`src/rtl/cpu_regfile.sv`:
```
module cpu_regfile #(
  parameter logic [15:0] PC_INIT = 16'h0100,
  parameter logic [15:0] SP_INIT = 16'hFFFE
) (
  input  logic        clk,
  input  logic        rst_n,
  input  logic        rd_en,
  input  logic [2:0]  rd_sel,
  output logic [7:0]  rd_data,
  input  logic        wr_en,
  input  logic [2:0]  wr_sel,
  input  logic [7:0]  wr_data,
  input  logic [1:0]  pr_rd_sel,
  output logic [15:0] pr_rd_data,
  input  logic        pr_we,
  input  logic [1:0]  pr_wr_sel,
  input  logic [15:0] pr_wdata,
  input  logic        flag_we,
  input  logic [7:0]  flag_wdata,
  output logic [7:0]  flags,
  input  logic [1:0]  cond_sel,
  output logic        cond_true,
  input  logic        pc_we,
  input  logic [15:0] pc_wdata,
  output logic [15:0] pc,
  output logic        mem_req,
  output logic        mem_we,
  output logic [15:0] mem_addr,
  output logic [7:0]  mem_wdata,
  input  logic [7:0]  mem_rdata
);
  localparam logic [2:0] IND = 3'd6;

  logic [7:0]  slot [8];
  logic [15:0] sp_q;
  logic [15:0] pc_q;
  logic [2:0]  rd_idx, wr_idx;
  logic        rd_ind, wr_ind;

  assign rd_idx = (rd_sel == 3'd7) ? 3'd6 : rd_sel;
  assign wr_idx = (wr_sel == 3'd7) ? 3'd6 : wr_sel;
  assign rd_ind = rd_en && (rd_sel == IND);
  assign wr_ind = wr_en && (wr_sel == IND);

  always_ff @(posedge clk or negedge rst_n) begin
    if (!rst_n) begin
      for (int i = 0; i < 8; i++) slot[i] <= 8'h00;
      sp_q <= SP_INIT;
      pc_q <= PC_INIT;
    end else begin
      if (wr_en && !wr_ind) slot[wr_idx] <= wr_data;
      if (flag_we) slot[7] <= flag_wdata;
      if (pr_we) begin
        if (pr_wr_sel == 2'd3) sp_q <= pr_wdata;
        else begin
          slot[{pr_wr_sel, 1'b0}] <= pr_wdata[15:8];
          slot[{pr_wr_sel, 1'b1}] <= pr_wdata[7:0];
        end
      end
      if (pc_we) pc_q <= pc_wdata;
    end
  end

  assign rd_data    = (rd_sel == IND) ? mem_rdata : slot[rd_idx];
  assign pr_rd_data = (pr_rd_sel == 2'd3) ? sp_q
                    : {slot[{pr_rd_sel, 1'b0}], slot[{pr_rd_sel, 1'b1}]};
  assign flags      = slot[7];
  assign pc         = pc_q;

  always_comb begin
    case (cond_sel)
      2'd0:    cond_true = !slot[7][7];
      2'd1:    cond_true = slot[7][7];
      2'd2:    cond_true = !slot[7][4];
      default: cond_true = slot[7][4];
    endcase
  end

  assign mem_req   = rd_ind || wr_ind;
  assign mem_we    = wr_ind;
  assign mem_addr  = {slot[4], slot[5]};
  assign mem_wdata = wr_data;
endmodule

```
`config.mk`:
```
export PLATFORM = sky130hd
export DESIGN_NAME = cpu_regfile
export DESIGN_NICKNAME = d
export VERILOG_FILES = /design/src/rtl/cpu_regfile.sv
export SDC_FILE = /design/constraint.sdc
export NUM_CORES = 1
export LEC_CHECK = 0
export ABC_AREA = 0
export BUFFER_PORTS_ARGS = -buffer_cell sky130_fd_sc_hd__buf_2
export CAP_MARGIN = 20
export CORE_MARGIN = 2
export CORE_UTILIZATION = 30
export CTS_BUF_LIST = sky130_fd_sc_hd__clkbuf_4 sky130_fd_sc_hd__clkbuf_8 sky130_fd_sc_hd__clkbuf_16
export CTS_CLUSTER_SIZE = 16
export DETAILED_ROUTE_END_ITERATION = 12
export HOLD_SLACK_MARGIN = 0.12
export SLEW_MARGIN = 0
export SYNTH_ARGS = -nofsm -noshare
export SYNTH_HDL_FRONTEND = slang
export SYNTH_SLANG_ARGS = --single-unit
```
`constraint.sdc`:
```
create_clock -name clk -period 2.05 [get_ports clk]
set_clock_uncertainty 0.15 [all_clocks]
set_input_delay 0.1025 -clock clk [delete_from_list [all_inputs] [get_ports clk]]
set_output_delay 0.1025 -clock clk [all_outputs]
set_load 0.01 [all_outputs]
```
# After elaboration in Yosys (flattened, before gate mapping)
# Index checks and enable logic that the tools add are counted.
# totals
register_bits	96
input_bits	75
out_inout_bits	75
word_cells	72
# op_classes
magnitude_cmp	9
n_eq_ne	8
n_mux	27
bitwise	6
reduce_logical	12
# op_table
op	count
$bwmux 64	3
$mux 64	3
$mux 8	11
$bmux 8 s3	3
$demux 8 s3	3
$ge 4x4->1 const B	6
$not 3->4	6
$mux 16	1
$eq 3x3->1 const B	4
$lt 4x1->1 const B	3
$eq 2x2->1 const B	3
$logic_and 1x1->1	6
$mux 3	2
$logic_not 1->1	3
$pmux 1 s3	1
$eq 2x1->1 const B	1
$logic_not 2->1	1
$reduce_and 2->1	1
$logic_or 1x1->1	1

# Longest topological paths before layout
# Gate-level depths: netlist (run 1).
# logic_depth
word_depth	14
depth_mapped	5
mapped_depth_nobuf	3

# Worst setup path after synthesis (run 1)
# OpenSTA, ideal clock, no wires.
# synth_path
kind	register to output
from	register slot (netlist bit mem_addr[0])
to	output port rd_data[0]
t_arrival_ps	1148
slack_ps	650
stages_incl_launch_ff	3
cell_sequence	dfrtp_1 > mux4_1 > mux2_2
# synth_via
elab_chain_cells	4
# synth_rtl
item	line_no	rtl
start, declared	34	logic [7:0] slot [8];
start signal, assigned by index	51	if (wr_en && !wr_ind) slot[wr_idx] <= wr_data;
start signal, assigned by index	56	slot[{pr_wr_sel, 1'b0}] <= pr_wdata[15:8];
start signal, assigned by index	57	slot[{pr_wr_sel, 1'b1}] <= pr_wdata[7:0];
$bmux 8 s3	64	assign rd_data = (rd_sel == IND) ? mem_rdata : slot[rd_idx];
$mux 8 (implied by the code) (2 in series)	64	
$mux 8	64	
end, declared	9	output logic [7:0] rd_data,
# No other way between the ends. The select of a mux whose other input is x is not followed.

# Final worst setup path (run 1)
# Same ends and word-level chain as after synthesis.

==> run metrics, run 1 <==
Worst Hold Class=input port to async pin; smallest hold slack=161 ps; main combinational cell family by area after synthesis=multiplexers; number of distinct library cells after synthesis=24; final setup fails=0; Setup Buffers After CTS=0; Place WS=around 380 ps; WL final=15200 um; setup_tns=0 ps; fillcell total=roughly 1600; cell area after layout=7200 um2; number of max-cap violations=0; Iter 0 DRT Violations=138; clock latency on the worst-skew pair=between 300 and 400 ps; cell breakdown of the critical path=mux4_1 > mux2_2 > buf_2; slew of the pin with the lowest slew margin=between 600 and 700 ps; DRT antenna net count=0; CTS sink count=96; WP data required=1800 ps; syn nets=roughly 480; async set or reset register ratio after synthesis=100%; post-synth top area share=~38%; # rows=48; dominant cell type by area after synthesis=dfrtp_1; Placed Area=a little over 6000 um2; most numerous cell in the Yosys netlist=dfrtp_1; detailed placer's ending HPWL=10200 um; Synth Area in Simple Gates=about 5.5%; Arrival @ worst endpoint=approximately 1700 ps; Largest stage delay, worst path=510 ps; pin count of the biggest net entering global routing=73; share of cells above drive strength 1=46.2%; DRC errors left=0; Via density=just under 5; Max Slew Vio Count=0; Post-synth EDFFs=0; adder-cell share of the synthesized area=0%; ANT cells=0; slowest library cell on the worst path=mux4_1; post-layout util=41.8%; Slew HR=58.8%; WL per Instance=18.3 um; CTS resizes=0; Worst setup EP type=output port; Tcrit/Tclk final=96.1%; Worst-path clk slew=60 ps; Setup WS post-layout=79.8 ps; die height=about 140 um; P_leak=3.18 nW; Num CTS Buffers=9; register area share after synthesis=45.9%; vias post-DR=4021; top achievable clock speed=0.508 GHz; VDD IR-drop max=0.000416 V; post-synthesis mux area share=35.9%; area delta synth->final=36.3%; Synth Area in XOR/XNOR=0.166%; Initial Utilization=a little under a third; vias in the first global route=4307; antenna violations before repair=0; Synth Flop Type=dfrtp_1; Final Hold Fails=0; YS warnings=0; Synth Area in Compound Gates=4.64%; Ports=150; top cells by area in the synthesized netlist=dfrtp_1 (38%), mux2_2 (12%), mux2i_1 (9.3%); top post-synthesis cells by count=dfrtp_1 (80), mux2_2 (54), mux2i_1 (49), nor2_1 (49), a21oi_1 (48); root buffer cell=clkbuf_16; nets=674; Synth Area per Inst=13.0 um2; synthesized flop and latch total=96; Die W=about 140 um; H-tree levels=3; routability cong.=0.810; CP Max Fanout=4; WS Path Type=flop to output port; deepest clock path buffer count=2; Pwr Density=795 nW/um2; outcome=completed; Post-Syn Instances=407; Overflow after GRT=0; DRT Pass-1 Iters=4; first-pass GRT wire length=about 23000 um; number of I/O port buffers=149; CTS tree=done; min Tclk post-route=1970 ps; RSZ-0062 raised after global routing=no; DIE AREA=18700 um2; hold buffers post-CTS=75; Startpoint Class=flop; total track usage=16.7%; mapped cell area=between 5000 and 6000 um2; Core Area=17200 um2
[report_power, final]
part | switching [mW] | leakage [nW] | total, mW | internal [mW]
clock | 0.698 | 0.150 | 1.72 | 1.02
sequential | 0.243 | 1.08 | 2.50 | 2.26
combinational | 0.642 | 1.96 | 1.51 | 0.863
total | 1.58 | 3.18 | 5.72 | 4.14
[metrics by stage]
stage / cells / total power [mW]
floorplan: 407 / 3.39
global placement: 737 / 3.84
detailed placement: 737 / 3.89
CTS: 828 / 5.78
global route: 829 / 6.04
finish: 829 / 5.72
[cells by family after synthesis]
logic type	count (synthesis)
buf+inv	62
simple gates	62
mux	137
flops	96
xor+xnor	1
compound gates	49
[layout make-up]
cell class | instances | area [um2] | area share (%)
clock buffers | 13 | 262 | 3.63
clock inverters | 3 | 42.5 | 0.591
multi-input cells | 249 | 2480 | 34.4
flip-flops and latches | 96 | 2420 | 33.6
well taps | 225 | 282 | 3.91
repair buffers | 243 | 1710 | 23.8
[critical path: cells and delay by family, from the launching register on]
family / cells / cell delay [ps]
DFF: 1 / 440
muxes: 2 / 800
buffers and inverters: 1 / 140
[sequential cells by signal, summed over array words and instances, names as in the netlist]
| signal | flops |
|---|---|
| flags | 8 |
| sp_q | 16 |
| slot | 40 |
| mem_addr | 16 |
| pc | 16 |
[path summary, 6_finish.rpt]
kind,from,depth (start not counted),slack (ps),to
hold reg to reg,slot[12],1,360,slot[12]
setup / recovery,mem_addr[0],3,80,rd_data[0]
max in group asynchronous,rst_n,4,740,pc[10]
setup reg to reg,flags[4],2,550,flags[4]
min in group clk,pr_wr_sel[1],4,250,mem_addr[6]
hold / removal,rst_n,2,160,pc[8]
[layer usage]
layer / GRT usage (%) / vias up / routed length (um)
met1: 20.1 / 2008 / 6280
met4: 4.86 / 0 / 168
met3: 4.74 / 13 / 1030
met5: 0 / - / 0
li1: - / 1847 / -
met2: 29.1 / 153 / 7670
[placed cells by master (no fill, tap or decap), types with 2 or more instances in the layout]
cell           instances
mux2i_1               49
clkbuf_16              9
nor4bb_4               2
mux2_2                54
buf_2                148
dfrtp_1               80
mux4_2                19
nor2_1                49
buf_4                 15
dlygate4sd3_1         75
dfstp_2               16
nand4b_1               3
mux4_1                13
clkbuf_4               3
buf_12                 4
a21oi_1               48
nand3b_1               2
nand3_1                2
mux2_4                 2
No activity file was read; power rests on OpenSTA's default activity.
==> run 2: changes to the inputs <==
- SETUP_SLACK_MARGIN: not set -> 0.2
==> run metrics, run 2 (synthesis gave the netlist of run 1 again) <==
number of max-cap violations=0; total track usage=~17%; ANT cells=0; area delta synth->final=41.9%; Iter 0 DRT Violations=160; clock network fraction of design power=28.4%; number of I/O port buffers=149; Slew HR=58.9%; Die W=137 um; die height=137 um; Net Sw Frac=27.6%; Final Hold Fails=0; first-pass GRT wire length=24500 um; antenna violations before repair=0; H-tree levels=3; Worst Hold Class=input port to async pin; combinational share of power=30.6%; CP Max Fanout=2; CTS sink count=between 90 and 100; Sw Pwr=approximately 1.7 mW; outcome=completed; clock latency on the worst-skew pair=340 ps; Int Power=4.36 mW; Setup WS post-layout=152 ps; Tcrit/Tclk final=92.6%; Worst-path clk slew=roughly 70 ps; P_leak=3.35 nW; nets=711; Core Area=about 17000 um2; Arrival @ worst endpoint=1650 ps; vias in the first global route=between 4000 and 5000; DRT antenna net count=0; Startpoint Class=flop; most common cell after layout, fill and taps aside=buf_2; pin count of the biggest net entering global routing=73; Initial Utilization=30.6%; Overflow after GRT=0; Pwr Density=around 800 nW/um2; most frequent cells in the layout=buf_2 (141), dfrtp_1 (80), dlygate4sd3_1 (75); Via density=4.83; WL per Instance=18.2 um; setup_tns=0 ps; Reg power frac=41.0%; routability cong.=between 0.8 and 0.9; slew of the pin with the lowest slew margin=615 ps; detailed placer's ending HPWL=10200 um; most flop-heavy register=slot; final setup fails=0; Place WS=384 ps; CTS tree=done; max reg flops=40; WP data required=1800 ps; DRC errors left=0; VDD IR-drop max=0.000416 V; WS Path Type=flop to output port; share of cells above drive strength 1=51.3%; # rows=48; top achievable clock speed=0.527 GHz; vias post-DR=4184; Ports=150; WL final=approximately 16000 um; DIE AREA=18700 um2; RSZ-0062 raised after global routing=yes; min Tclk post-route=between 1500 and 2000 ps; Max Slew Vio Count=0; deepest clock path buffer count=2; DRT Pass-1 Iters=4; Num CTS Buffers=9; Worst setup EP type=output port; root buffer cell=clkbuf_16
run 2: changes by cell type in the layout (fill, tap and decap cells not counted), sizes merged:
cell and change:
buf +37
run 2: power by group through the flow:
| stage | Sequential (mW) | Clock [mW] | Combinational, mW |
|---|---|---|---|
| finish | 2.47 | 1.71 | 1.84 |
| global route | 2.50 | 1.85 | 1.99 |
| CTS | 2.46 | 1.77 | 1.82 |
| detailed placement | 2.52 | 0 | 1.37 |
| global placement | 2.51 | 0 | 1.34 |
| floorplan | 2.45 | 0 | 0.947 |
run 2: worst max-delay path, cell delays in order, from the launching register on:
cell	delay [ps]
dfrtp_1	400
mux4_2	480
mux2_4	300
buf_6	120
run 2: final cells by class:
type	count	area, um2
Clock inverter	3	42.5
Tap cell	225	282
Multi-Input combinational cell	249	2450
Clock buffer	13	262
Timing Repair Buffer	280	2030
Sequential cell	96	2420
Fill cell	1580	9740
run 2: final timing paths:
| kind | startpoint | endpoint | slack [ps] | cells past startpoint |
|---|---|---|---|---|
| max | slot[32] | rd_data[0] | 150 | 3 |
| min | rst_n | pc[8] | 160 | 2 |
| max reg2reg | slot[37] | slot[37] | 490 | 4 |
| min reg2reg | slot[12] | slot[12] | 370 | 1 |
| max in group asynchronous | rst_n | pc[10] | 750 | 4 |
| min in group clk | pr_wr_sel[1] | mem_addr[8] | 240 | 4 |
run 2: per-stage QoR:
step                      cells  power, mW  instance area, um2  util (%)  hold slack, ps
after detailed placement    737       3.89                6120      35.5            -123
final                       866       6.02                7490      43.5             157
after CTS                   862       6.05                7440      43.2             132
after floorplan             407       3.39                5280         -            -343
after global routing        866       6.35                7490      43.5             163
after global placement      737       3.84                6120      35.5            -132
run 2: metal layers:
metal / track usage [%] / share of wire (%) / vias up
li1: - / - / 1913
met1: 21.3 / 42 / 2080
met2: 30.3 / 50 / 174
met3: 4.70 / 7.0 / 17
met4: 4.98 / 1.5 / 0
met5: 0 / 0 / -
run 2: what timing repair did:
item / CTS / global route
hold endpoints to repair: 177 / 0
setup endpoints to repair: 8 / 8
gates resized for setup: 24 / 2
hold buffers: 75 / 0
setup buffers: 34 / 3
pin swaps: 0 / 0
==> run 3: changes to the inputs <==
- CAP_MARGIN: 20 -> not set
- clock period: 2.05 -> 2.3 ns (I/O delays scaled with it)
==> run metrics, run 3 (synthesis gave the netlist of run 1 again) <==
outcome=completed; DRT Pass-1 Iters=4; reg2reg setup slack=approximately 820 ps; first element of the critical path=mem_addr[15]; Die W=137 um; CP Max Fanout=4; setup_tns=0 ps; vias in the first global route=4315; WL met1=6370 um; r2r worst-path depth=2; # rows=48; Overflow after GRT=0; DR WL met3=1100 um; pin count of the biggest net entering global routing=57; DIE AREA=18700 um2; number of buffers and inverters on the critical path=1; most common cell after layout, fill and taps aside=buf_2; Ports=150; min Tclk post-route=between 2000 and 2500 ps; CTS resizes=0; RSZ-0062 raised after global routing=no; Reg power frac=43.3%; VDD IR-drop max=0.000337 V; slew of the pin with the lowest slew margin=around 570 ps; WS Path Type=flop to output port; DRT antenna net count=0; clock network fraction of design power=around 31%; Iter 0 DRT Violations=126; Arrival @ worst endpoint=1750 ps; share of cells above drive strength 1=46.1%; Tcrit/Tclk final=87.5%; CTS sink count=96; top achievable clock speed=about 0.50 GHz; Largest stage delay, worst path=550 ps; Final Hold Fails=0; top sig layer=met4; Max Slew Vio Count=0; Slew HR=61.9%; Startpoint Class=flop; CTS tree=done; WL met2=7290 um; die height=137 um; Initial Utilization=30.6%; final setup fails=0; post-layout util=41.3%; Core Area=17200 um2; antenna violations before repair=0; fillcell total=1628; most flop-heavy register=slot; max reg flops=40; Net Sw Frac=29.1%; combinational share of power=25.9%; area delta synth->final=34.8%; ANT cells=0; Sw Pwr=1.49 mW; Via density=4.93; number of I/O port buffers=149; r2r endpoint=flags[7]; WL per Instance=around 18 um; clock latency on the worst-skew pair=350 ps; number of max-cap violations=0; Worst setup EP type=output port; Crit path max-delay family=multiplexers; slowest library cell on the worst path=mux4_1; detailed placer's ending HPWL=between 10000 and 15000 um; WP data required=2040 ps; H-tree levels=3; Num CTS Buffers=9; vias post-DR=4069; WL final=around 15000 um; DRC errors left=0; root buffer cell=clkbuf_16; deepest clock path buffer count=2; Pwr Density=719 nW/um2; Worst-path clk slew=80 ps; P_leak=3.15 nW; r2r startpoint=flags[7]; cell breakdown of the critical path=mux4_1 > mux2_4 > buf_2; nets=between 600 and 700; first-pass GRT wire length=23300 um; total track usage=around 17%; most frequent cells in the layout=buf_2 (148), dfrtp_1 (80), dlygate4sd3_1 (74); Int Power=between 3 and 4 mW; Worst Hold Class=input port to async pin; routability cong.=between 0.7 and 0.8
[run 3: cell count changes in the layout (fill, tap and decap cells not counted), moves of 7 or more]
cell	previous run	this run
buf_2	141	148
buf_4	52	17
mux4_2	32	19
mux4_1	0	13
buf_6	7	0
[run 3: final cells by class]
cell class | count | area (um2) | share of cell area [%]
sequential | 96 | 2420 | 34.0
timing repair buffer | 240 | 1630 | 22.9
clock buffer | 9 | 225 | 3.16
multi-input combinational | 249 | 2480 | 34.8
tap | 225 | 282 | 3.95
clock inverter | 7 | 83.8 | 1.18
[run 3: power groups by stage]
stage | Sequential [mW] | Combinational (mW) | Clock, mW
floorplan | 2.18 | 0.844 | 0
global placement | 2.23 | 1.18 | 0
detailed placement | 2.25 | 1.20 | 0
CTS | 2.22 | 1.33 | 1.63
global route | 2.26 | 1.45 | 1.69
finish | 2.22 | 1.33 | 1.58
[run 3: worst reg2reg max path: stages, from the launching register on]
cell and delay, ps:
dfrtp_1 400, mux2_2 260, dlygate4sd3_1 560
[run 3: worst max path at each step]
stage	cells past startpoint	to
floorplan	3	rd_data[7]
global placement	4	rd_data[3]
detailed placement	4	rd_data[3]
CTS	3	rd_data[7]
global route	3	rd_data[7]
finish	3	rd_data[7]
[run 3: stage by stage]
step / instance area, um2 / hold WS, ps / power [mW] / worst slack [ps] / cells
5_1_grt: 7120 / 154 / 5.40 / 238 / 826
4_1_cts: 7120 / 128 / 5.19 / 274 / 826
3_3_place_gp: 6070 / -16.9 / 3.41 / 494 / 736
6_report: 7120 / 145 / 5.12 / 288 / 826
3_5_place_dp: 6070 / -0.0482 / 3.45 / 453 / 736
2_1_floorplan: 5280 / -331 / 3.02 / 883 / 407
[run 3: repair_timing]
item                      in CTS  in global routing
hold buffers                  74                  0
buffers inserted               0                  0
hold endpoints to repair     180                  0
[run 3: per-layer routing]
| metal | vias to the layer above | track usage (%) |
|---|---|---|
| met5 | - | 0 |
| met3 | 26 | 4.15 |
| met2 | 168 | 28.6 |
| met4 | 0 | 6.71 |
| met1 | 2025 | 20.1 |
| li1 | 1850 | - |
